<file path="src/rtl/mont_pkg.sv">
package mont_pkg;
  localparam int unsigned DEF_WORD_W = 4;
  localparam int unsigned DEF_ITER   = 4;
  localparam int unsigned DEF_MAX_K  = 16;

  // cycles from operand sampling edge to result: product + T steps + final subtract
  function automatic int unsigned mont_latency(input int unsigned iter);
    return iter + 2;
  endfunction
endpackage

</file>
<file path="src/rtl/mont_product.sv">
module mont_product #(
  parameter int unsigned MAX_K = 16,
  parameter int unsigned ZW    = 2 * MAX_K + 1
) (
  input  logic             clk,
  input  logic             rst,
  input  logic             v_i,
  input  logic [MAX_K-1:0] a_i,
  input  logic [MAX_K-1:0] b_i,
  input  logic [MAX_K-1:0] q_i,
  output logic             v_o,
  output logic [ZW-1:0]    z_o,
  output logic [MAX_K-1:0] q_o
);
  always_ff @(posedge clk) begin
    if (rst) v_o <= 1'b0;
    else     v_o <= v_i;
    z_o <= ZW'(a_i) * ZW'(b_i);
    q_o <= q_i;
  end
endmodule

</file>
<file path="src/rtl/mont_reduce_step.sv">
module mont_reduce_step #(
  parameter int unsigned W     = 4,
  parameter int unsigned MAX_K = 16,
  parameter int unsigned ZW    = 2 * MAX_K + 1
) (
  input  logic             clk,
  input  logic             rst,
  input  logic             v_i,
  input  logic [ZW-1:0]    z_i,
  input  logic [MAX_K-1:0] q_i,
  output logic             v_o,
  output logic [ZW-1:0]    z_o,
  output logic [MAX_K-1:0] q_o
);
  localparam int unsigned QHW = MAX_K - W;

  logic [W-1:0]   low_w;
  logic [W-1:0]   digit;
  logic [QHW-1:0] q_hi;
  logic [ZW-1:0]  z_nxt;

  // (z + digit*q) >> W == (z >> W) + digit*q_hi + (low word nonzero)
  always_comb begin
    low_w = z_i[W-1:0];
    digit = -low_w;
    q_hi  = q_i[MAX_K-1:W];
    z_nxt = (z_i >> W) + ZW'(digit) * ZW'(q_hi) + ZW'(|low_w);
  end

  always_ff @(posedge clk) begin
    if (rst) v_o <= 1'b0;
    else     v_o <= v_i;
    z_o <= z_nxt;
    q_o <= q_i;
  end

  // modulus must be congruent to 1 mod 2^W and wider than W bits
  a_r5_modulus_form: assert property (@(posedge clk) disable iff (rst)
    v_i |-> (q_i[W-1:0] == W'(1)) && (q_hi != '0));
endmodule

</file>
<file path="src/rtl/mont_final_sub.sv">
module mont_final_sub #(
  parameter int unsigned MAX_K = 16,
  parameter int unsigned ZW    = 2 * MAX_K + 1
) (
  input  logic             clk,
  input  logic             rst,
  input  logic             v_i,
  input  logic [ZW-1:0]    z_i,
  input  logic [MAX_K-1:0] q_i,
  output logic             v_o,
  output logic [MAX_K-1:0] z_o
);
  logic             ge_q;
  logic [MAX_K-1:0] z_red;

  always_comb begin
    ge_q  = z_i >= ZW'(q_i);
    z_red = ge_q ? (z_i[MAX_K-1:0] - q_i) : z_i[MAX_K-1:0];
  end

  always_ff @(posedge clk) begin
    if (rst) v_o <= 1'b0;
    else     v_o <= v_i;
    z_o <= z_red;
  end

  // one subtraction suffices only if the reduced value is below 2q
  a_r2_pre_bound: assert property (@(posedge clk) disable iff (rst)
    v_i |-> (z_i < (ZW'(q_i) << 1)));

  // result lies in [0, q)
  a_r2_out_range: assert property (@(posedge clk) disable iff (rst)
    v_o |-> (z_o < $past(q_i)));
endmodule

</file>
<file path="src/rtl/mont_word_mul.sv">
module mont_word_mul #(
  parameter int unsigned W     = mont_pkg::DEF_WORD_W,
  parameter int unsigned T     = mont_pkg::DEF_ITER,
  parameter int unsigned MAX_K = mont_pkg::DEF_MAX_K
) (
  input  logic             clk,
  input  logic             rst,
  input  logic             in_valid,
  input  logic [MAX_K-1:0] in_a,
  input  logic [MAX_K-1:0] in_b,
  input  logic [MAX_K-1:0] in_mod,
  output logic             out_valid,
  output logic [MAX_K-1:0] out_z
);
  localparam int unsigned ZW  = 2 * MAX_K + 1;
  localparam int unsigned LAT = mont_pkg::mont_latency(T);
  localparam int unsigned CW  = $clog2(LAT + 1) + 1;

  logic             v_s [0:T];
  logic [ZW-1:0]    z_s [0:T];
  logic [MAX_K-1:0] q_s [0:T];

  mont_product #(.MAX_K(MAX_K), .ZW(ZW)) u_prod (
    .clk(clk), .rst(rst),
    .v_i(in_valid), .a_i(in_a), .b_i(in_b), .q_i(in_mod),
    .v_o(v_s[0]), .z_o(z_s[0]), .q_o(q_s[0])
  );

  for (genvar i = 0; i < T; i++) begin : g_step
    mont_reduce_step #(.W(W), .MAX_K(MAX_K), .ZW(ZW)) u_step (
      .clk(clk), .rst(rst),
      .v_i(v_s[i]),   .z_i(z_s[i]),   .q_i(q_s[i]),
      .v_o(v_s[i+1]), .z_o(z_s[i+1]), .q_o(q_s[i+1])
    );
  end

  mont_final_sub #(.MAX_K(MAX_K), .ZW(ZW)) u_fin (
    .clk(clk), .rst(rst),
    .v_i(v_s[T]), .z_i(z_s[T]), .q_i(q_s[T]),
    .v_o(out_valid), .z_o(out_z)
  );

  // edges since reset release, saturating; bounds the $past window below
  logic [CW-1:0] since_rst;
  always_ff @(posedge clk) begin
    if (rst)                    since_rst <= '0;
    else if (since_rst < CW'(LAT)) since_rst <= since_rst + 1'b1;
  end

  // each sampled operand produces exactly one result LAT edges later
  a_r3_fixed_latency: assert property (@(posedge clk) disable iff (rst)
    (since_rst >= CW'(LAT)) |-> (out_valid == $past(in_valid, LAT)));
endmodule

</file>
<file path="config.mk">
export PLATFORM = sky130hd
export DESIGN_NAME = mont_word_mul
export DESIGN_NICKNAME = d
export VERILOG_FILES = /design/src/rtl/mont_pkg.sv /design/src/rtl/mont_product.sv /design/src/rtl/mont_reduce_step.sv /design/src/rtl/mont_final_sub.sv /design/src/rtl/mont_word_mul.sv
export SDC_FILE = /design/constraint.sdc
export NUM_CORES = 1
export LEC_CHECK = 0
export ABC_AREA = 1
export BUFFER_PORTS_ARGS = -buffer_cell sky130_fd_sc_hd__buf_2
export CAP_MARGIN = 0
export CORE_UTILIZATION = 51
export DETAILED_ROUTE_END_ITERATION = 10
export GPL_ROUTABILITY_DRIVEN = 1
export PLACE_DENSITY = 0.7
export SLEW_MARGIN = 30
export SYNTH_ARGS = -nofsm -noshare
export SYNTH_HDL_FRONTEND = slang
export SYNTH_HIERARCHICAL = 1
export SYNTH_SLANG_ARGS = --single-unit
</file>
<file path="constraint.sdc">
create_clock -name clk -period 17.45 [get_ports clk]
set_input_delay 3.49 -clock clk [delete_from_list [all_inputs] [get_ports clk]]
set_output_delay 3.49 -clock clk [all_outputs]
set_load 0.03 [all_outputs]
</file>
==> Yosys cells after proc, flatten, opt, wreduce, memory -nomap -nowiden <==
Cells that the tools add are included.
{ "word_totals": {"out_inout_bits": 17, "in_bits": 51, "regBits": 266, "wordCells": 41} }
{ "classes": {"reduce_logical": 4, "add_sub_neg": 13, "multipliers": 5, "order_cmp": 1, "muxes": 1} }
{ "op_table": {"columns": ["cell", "count"], "rows": [
  ["adder 33 x 1 -> 33 bit", 4],
  ["adder 29 x 16 -> 30 bit", 3],
  ["multiplier 4 x 12 -> 16 bit", 4],
  ["greater-or-equal comparator 33 x 16 -> 1 bit", 1],
  ["multiplier 16 x 16 -> 32 bit", 1],
  ["adder 28 x 16 -> 29 bit", 1],
  ["two-way mux 16 bit", 1],
  ["negation 4 bit", 4],
  ["OR reduction 4 bit", 4],
  ["subtractor 16 bit", 1]
]} }

==> Logic depth before layout (Yosys ltp) <==
Gate-level depths: netlist of the first run.
{ "logic_depth": {"word_depth": 4, "mapped_depth": 27, "depth_no_buf": 25} }

==> Modules after synthesis <==
Netlist of the first run, hierarchy kept.
{ "modules_own_cells": {"columns": ["module", "area_per_inst_um2", "cells_each", "n_inst", "seq_area_each_um2"], "rows": [
  ["mont_product", 10526.3, 1429, 1, 980.9],
  ["mont_reduce_step at g_step[2].u_step", 4076.4, 593, 1, 940.9],
  ["mont_reduce_step at g_step[0].u_step", 4070.2, 598, 1, 940.9],
  ["mont_reduce_step at g_step[3].u_step", 4003.8, 593, 1, 940.9],
  ["mont_reduce_step at g_step[1].u_step", 3988.8, 593, 1, 940.9],
  ["mont_final_sub", 1808.0, 310, 1, 340.3]
]} }

==> Worst setup path after synthesis of the first run <==
Ideal clock, no wire load.
{ "synth_timing": {"path_type": "input to register", "from": "input in_a[5]", "to": "register u_prod.z_o[28]", "path_buffers": 2, "arrival_time_ns": 8.355, "path_stages": 25, "slack_ns": 8.983, "required_ns": 17.338, "setup_ns": 0.112, "path_cell_list": "clkbuf_1 clkbuf_1 nand2_1 fa_1 inv_1 fa_1 inv_1 fa_1 inv_1 fa_1 fa_1 inv_1 fa_1 inv_1 ha_1 nand2_1 inv_1 nand2_1 nand2_1 nand2_1 nand2_1 a21oi_1 nand2_1 nand2_1 nand2_1"} }
{ "synth_between": {"elab_chain_cells": 1} }
{ "synth_lines": {"columns": ["element", "line_no", "source"], "rows": [
  ["from (decl)", "mont_word_mul.sv:9", "input logic [MAX_K-1:0] in_a,"],
  ["multiplier 16 x 16 -> 32 bit", "mont_product.sv:18", "z_o <= ZW'(a_i) * ZW'(b_i);"],
  ["to (signal assigned)", "mont_product.sv:18", null],
  ["to (decl)", "mont_product.sv:12", "output logic [ZW-1:0] z_o,"]
]} }
No other way between the ends.
A chain may end at the register's enable or synchronous reset.

==> Worst setup path in the final report of the first run <==
{ "layout_timing": {"from": "input in_a[5]", "to": "register u_prod.z_o[23]"} }
Same word-level chain as after synthesis.

==> results of run 1 <==
layout make-up:
class,count,area [sq um]
clock buffer,37,805
clock inverter,15,210
fill,5453,24700
inverter,1184,4440
multi-input combinational,2594,18500
sequential,254,5080
tap,748,936
timing repair buffer,67,335
kinds of logic (layout without fill, tap and decap cells):
kind of cell / count (synthesis) / after routing / share of synthesized area, %
flip-flops: 254 / 254 / 17.9
AO/OA/AOI/OAI: 61 / 61 / 1.12
buffers and inverters: 1276 / 1303 / 17.1
XOR/XNOR: 82 / 82 / 2.52
AND/OR/NAND/NOR: 1879 / 1879 / 28.0
adder cells (fa/ha/maj): 559 / 559 / 33.3
other: 5 / 13 / 0.0659
flip-flops by register name, summed over array words and instances, names as in the netlist:
| register | cells |
|---|---|
| g_step.u_step/q_o | 64 |
| u_fin/v_o | 1 |
| u_fin/z_o | 16 |
| u_prod/v_o | 1 |
| g_step.u_step/v_o | 4 |
| u_prod/q_o | 16 |
| u_prod/z_o | 32 |
| g_step.u_step/z_o | 120 |
per-layer routing:
metal  global-route usage [%]  vias up
li1                         -    11700
met1                     33.3    10500
met2                     40.4      549
met3                     2.39       87
met4                     6.08        2
met5                        0        -
stage by stage:
step	setup WS, ns	hold WS (ns)	instance area [sq um]
finish	9.42	0.323	30400
CTS	9.44	0.322	30400
detailed placement	8.83	0.312	29300
global placement	8.86	0.310	29300
global route	9.13	0.328	30400
floorplan	8.98	0.310	28500
final timing paths:
| path | endpoint | slack, ns | cells after the start |
|---|---|---|---|
| min | g_step[1].u_step/q_o[2] | 0.32 | 0 |
| max | u_prod/z_o[23] | 9.42 | 24 |
| min reg2reg | g_step[1].u_step/q_o[2] | 0.32 | 0 |
| max reg2reg | g_step[0].u_step/z_o[24] | 12.41 | 21 |
synthesized netlist by cell type, types with 3 or more instances:
library cell	instances
fa_1	331
nand2_2	54
ha_1	228
inv_1	1167
nor3_1	3
buf_2	4
a21oi_1	37
nor4_1	4
nor2_1	222
xnor2_1	13
nand4_1	26
and2_1	6
o21ai_0	16
conb_1	5
dfxtp_1	254
o21ai_1	3
nand3_2	28
clkinv_1	7
nor2_2	45
nor3_2	3
nand2_1	1293
nand3_1	173
clkbuf_1	72
nor2_4	13
xor2_1	69
buf_4	14
inv_2	10
worst max-delay path, cell delays in order:
cell and delay [ns]:
buf_2 0.30, nand2_1 0.14, fa_1 0.54, inv_1 0.05, fa_1 0.51, inv_1 0.06, fa_1 0.47, inv_1 0.05
fa_1 0.50, fa_1 0.54, inv_1 0.05, fa_1 0.52, inv_1 0.04, ha_1 0.36, nand2_2 0.14, inv_1 0.05
nand2_1 0.06, nand3_1 0.08, inv_1 0.08, nand3_2 0.13, nand2_1 0.13, nand2_1 0.06, nand2_1 0.05, nand2_1 0.07
==> results by group, run 1 <==
Status
  • Status: complete, no violations

Critical path
  • CP arrival: 8.49 ns
  • Worst-path fanout max: 16
  • CP Capture Type: flip-flop
  • CP startpoint kind: input port
  • Critical path launch point: in_a[5]
  • Crit Path Class: input port to flip-flop
  • CP required: 17.90 ns
  • Worst R2R Start: u_prod/z_o[0]

Floorplanning
  • Row count: 86
  • Chip height: 238 um
  • Die X-Extent: 238 um
  • # IOs: 68
  • Core Box Area: 55100 sq um
  • Starting Density: 51.7%
  • Die Area: 56800 sq um

GRT
  • Pin count of the biggest net entering global routing: 18
  • Global-route wire length before repair: 111000 um
  • Initial antenna violation count: 1
  • Gr usage total: 24.1%
  • Grt total ovfl: 0
  • Vias in the first global route: 22400

Clock tree
  • H-tree levels: 1
  • PostCTS Resize Cnt: 0
  • Worst-case clock buffer depth: 3
  • Clock buffer count from CTS: 28
  • Clk_lat worst skew: 0.59 ns
  • CTS tree: done
  • Number of setup buffers added after CTS: 0
  • Cts hold-fix bufs: 0
  • Clock root buffer: clkbuf_16
  • Clock transition at the registers of the reported paths: 0.06 ns
  • Clk sink count: 254

STA
  • Final setup TNS: 0 ns
  • Clock Skews: 0.0269 ns
  • Final setup fails: 0
  • Hold Vio Cnt, Final: 0
  • RSZ-0062 raised after global routing: false
  • FMAX: 0.124 GHz
  • Max-slew violations: 0
  • Fin crit share: 46.0%
  • Slew headroom: 35.8%
  • Min Tclk post-route: 8.03 ns
  • Slew @ Worst Pin: 0.959 ns

Drt
  • Met2 WL: 30000 um
  • Routed wire length: 65800 um
  • Drt pass-1 iters: 5
  • Met3 WL: 3520 um
  • ANT nets after route: 0
  • DR DRC count: 0
  • Top sig layer: met5
  • Routed length per instance: 13.4 um
  • Metal-1 WL: 30700 um
  • Vias: 22900
  • Initial DRC Count: 1639
  • Vias per cell: 4.67

Synthesis
  • Synthesis-stage register bit count: 254
  • Async SR Flop Fraction: 0%
  • EDFF count, synth: 0
  • Post-synthesis sequential area ratio: 17.9%
  • Mean Syn Cell Area: 6.92 sq um
  • Synth Cell Area: 28500 sq um
  • Synth top area share: 23.3%
  • Cell taking the most area after synthesis: fa_1
  • Synth top area cells: fa_1, dfxtp_1, nand2_1
  • Dominant synthesized flop cell: dfxtp_1
  • Post-synth cell types: 39
  • Cells after synthesis: 4116
  • Synth Warn #: 6

Hold path
  • Worst hold path class: flip-flop to flip-flop
  • Hold Crit Start: g_step[0].u_step/q_o[2]

Final layout
  • Ant diodes: 0
  • Fin nets: 4739
  • Commonest non-fill, non-tap cells in the layout: nand2_1, inv_1, fa_1, dfxtp_1, ha_1
  • Share of post-route cells with drive strength above 1: 6.72%
  • Most common cell after layout, fill and taps aside: nand2_1
  • Area delta synth->final: 6.64%
  • Fin cells: 4899
  • Finished Core Util: 55.1%

Place
  • Buffers on Ports: 67
  • Dpl cells: 4847
  • Detailed Place HPWL: 55300 um
  • GPL Wtd Cong: 0.941

Run
  • Max_cap viols: 0
Power of run 1 is not shown: default switching activity piles up to over one toggle a cycle in this logic, so the estimate is an artifact.
==> inputs of run 2 (changes only) <==
==> constraint.sdc (replaced) <==
create_clock -name clk -period 8.3 [get_ports clk]
set_input_delay 1.66 -clock clk [delete_from_list [all_inputs] [get_ports clk]]
set_output_delay 1.66 -clock clk [all_outputs]
set_load 0.03 [all_outputs]
==> run 2 against run 1 <==
Compared with the run above:
- sequential share of layout area about the same
- non-clock buffer count stayed put
- core utilization about the same
- critical path depth fell by 4
- clock skew fell by 0.00084 ns
- die area is the same
- cell count about the same
- setup slack worse by 7.3 ns
- hold slack better by 0.0029 ns
- design area hardly changed
==> results by group, run 2 (synthesized netlist as in run 1, its figures left out) <==
STA
  • Slew headroom: 37.3% (was 35.8%)
  • Max-slew violations: 0 (unchanged)
  • Slew @ Worst Pin: 0.937 ns (was 0.959 ns)
  • RSZ-0062 raised after global routing: false (unchanged)
  • Final setup TNS: 0 ns (unchanged)
  • Fin crit share: 74.6%
  • Clock Skews: 0.0261 ns (was 0.0269 ns)
  • Hold Vio Cnt, Final: 0 (unchanged)
  • Final setup fails: 0 (unchanged)
  • FMAX: 0.162 GHz
  • Min Tclk post-route: 6.19 ns

Critical path
  • Worst reg2reg path depth: 18 (was 21)
  • Crit Path Class: input port to flip-flop (unchanged)
  • Reg-to-reg slack, setup: 3.16 ns (was 12.41 ns)
  • Top cell by count, worst path: fa_1 (was inv_1)
  • Worst R2R Start: g_step[2].u_step/z_o[0] (was u_prod/z_o[0])
  • Critical path launch point: in_a[5] (unchanged)
  • CP required: 8.76 ns (was 17.90 ns)
  • Critical path's largest stage delay: 0.54 ns (about the same)
  • Worst-path fanout max: 16 (unchanged)
  • CP arrival: 6.65 ns (was 8.49 ns)
  • CP max stage cell: fa_1 (unchanged)
  • Crit-path cells: buf_2 > nand2_1 > fa_1 > inv_1 > fa_1 > inv_1 > fa_1 > inv_1 > fa_1 > fa_1 > inv_1 > fa_1 > inv_1 > ha_1 > nand2_1 > nor2_1 > and2_1 > nand3_1 > nand4_1 > nand2_1 (was buf_2 > nand2_1 > fa_1 > inv_1 > fa_1 > inv_1 > fa_1 > inv_1 > fa_1 > fa_1 > inv_1 > fa_1 > inv_1 > ha_1 > nand2_2 > inv_1 > nand2_1 > nand3_1 > inv_1 > nand3_2 > nand2_1 > nand2_1 > nand2_1 > nand2_1)
  • CP Capture Type: flip-flop (unchanged)
  • Worst flop-to-flop path endpoint: g_step[3].u_step/z_o[13] (was g_step[0].u_step/z_o[24])
  • CP startpoint kind: input port (unchanged)

Place
  • GPL Wtd Cong: 0.937 (was 0.941)
  • Buffers on Ports: 67 (unchanged)
  • Detailed Place HPWL: 54900 um (was 55300 um)

Drt
  • Routed wire length: 65700 um (was 65800 um)
  • Routed length per instance: 13.4 um (about the same)
  • Drt pass-1 iters: 6 (was 5)
  • Vias: 23000 (was 22900)
  • ANT nets after route: 0 (unchanged)
  • Vias per cell: 4.69 (was 4.67)
  • Initial DRC Count: 1425 (was 1639)
  • DR DRC count: 0 (unchanged)

Clock tree
  • Clk sink count: 254 (unchanged)
  • PostCTS Resize Cnt: 0 (unchanged)
  • Clock buffer count from CTS: 28 (unchanged)
  • Clk_lat worst skew: 0.58 ns (was 0.59 ns)
  • Worst-case clock buffer depth: 3 (unchanged)
  • Number of setup buffers added after CTS: 0 (unchanged)
  • H-tree levels: 1 (unchanged)
  • Clock transition at the registers of the reported paths: 0.06 ns (about the same)
  • CTS tree: done (unchanged)
  • Cts hold-fix bufs: 0 (unchanged)
  • Clock root buffer: clkbuf_16 (unchanged)

Final layout
  • Share of post-route cells with drive strength above 1: 6.75% (was 6.72%)
  • Fin nets: 4739 (unchanged)
  • Commonest non-fill, non-tap cells in the layout: nand2_1, inv_1, fa_1, dfxtp_1, ha_1 (unchanged)
  • Biggest regs: g_step.u_step/z_o x120, g_step.u_step/q_o x64, u_prod/z_o x32 (unchanged)
  • Most flop-heavy register: g_step.u_step/z_o (unchanged)
  • Max reg flops: 120 (unchanged)
  • Fill cells: 5465 (was 5453)
  • Ant diodes: 0 (unchanged)
  • Area delta synth->final: 6.63% (was 6.64%)
  • Most common cell after layout, fill and taps aside: nand2_1 (unchanged)

Floorplanning
  • # IOs: 68 (unchanged)
  • Row count: 86 (unchanged)
  • Die X-Extent: 238 um (unchanged)
  • Core Box Area: 55100 sq um (unchanged)
  • Chip height: 238 um (unchanged)
  • Starting Density: 51.7% (unchanged)
  • Die Area: 56800 sq um (unchanged)

Run
  • Max_cap viols: 0 (unchanged)

GRT
  • Pin count of the biggest net entering global routing: 18 (unchanged)
  • Vias in the first global route: 22700 (was 22400)
  • Initial antenna violation count: 0 (was 1)
  • Grt total ovfl: 0 (unchanged)
  • Gr usage total: 24.1% (about the same)
  • Global-route wire length before repair: 111000 um (about the same)

Hold path
  • Worst hold path class: flip-flop to flip-flop (unchanged)
  • Hold Crit Start: g_step[0].u_step/q_o[0] (was g_step[0].u_step/q_o[2])
  • WHS Path Cells: 0 (unchanged)
  • Hold EP: g_step[1].u_step/q_o[0] (was g_step[1].u_step/q_o[2])

Status
  • Status: complete, no violations (unchanged)
run 2: cell count changes in the layout (fill, tap and decap cells not counted):
| cell | before | now |
|---|---|---|
| clkinvlp_4 | 1 | 4 |
| clkbuf_1 | 2 | 0 |
| clkbuf_8 | 7 | 5 |
| bufinv_16 | 4 | 5 |
| clkinv_16 | 1 | 0 |
| clkinv_2 | 7 | 6 |
| clkinv_8 | 0 | 1 |
| inv_6 | 1 | 0 |
| xor2_1 | 69 | 68 |
| xor2_2 | 0 | 1 |
run 2: cell type report:
type / instances / area (sq um) / area share [%]
Timing Repair Buffer: 67 / 335 / 1.10
Multi-Input combinational cell: 2594 / 18600 / 61.1
Clock buffer: 33 / 769 / 2.53
Tap cell: 748 / 936 / 3.08
Sequential cell: 254 / 5080 / 16.7
Clock inverter: 17 / 235 / 0.775
Inverter: 1184 / 4440 / 14.6
run 2: worst max-delay path by stage:
stage,slack (ns),cells past startpoint,to
global placement,1.52,19,u_prod/z_o[19]
floorplan,1.66,25,u_prod/z_o[28]
CTS,2.13,19,u_prod/z_o[19]
finish,2.11,20,u_prod/z_o[26]
global route,1.79,22,u_prod/z_o[28]
detailed placement,1.54,19,u_prod/z_o[19]
run 2: stage by stage:
| step | instance area (sq um) | setup slack (ns) | util, % | hold slack (ns) | cells |
|---|---|---|---|---|---|
| after floorplan | 28500 | 1.66 | - | 0.310 | 4124 |
| after global placement | 29300 | 1.52 | 53.3 | 0.310 | 4847 |
| after detailed placement | 29300 | 1.54 | 53.3 | 0.312 | 4847 |
| after CTS | 30400 | 2.13 | 55.1 | 0.327 | 4897 |
| after global routing | 30400 | 1.79 | 55.1 | 0.330 | 4897 |
| final | 30400 | 2.11 | 55.1 | 0.326 | 4897 |
run 2: critical path: cells and delay by family:
kind | cells | cell delay [ns]
adder cells (fa/ha/maj) | 7 | 3.43
buffers and inverters | 6 | 0.55
AND/OR/NAND/NOR | 7 | 0.99
run 2: per-layer routing:
| layer | wire (um) | track usage [%] |
|---|---|---|
| met1 | 31000 | 33.6 |
| met2 | 29600 | 40.0 |
| met3 | 3380 | 1.89 |
| met4 | 1630 | 6.80 |
| met5 | 0 | 0 |
Power of run 2 is left out for the same reason.
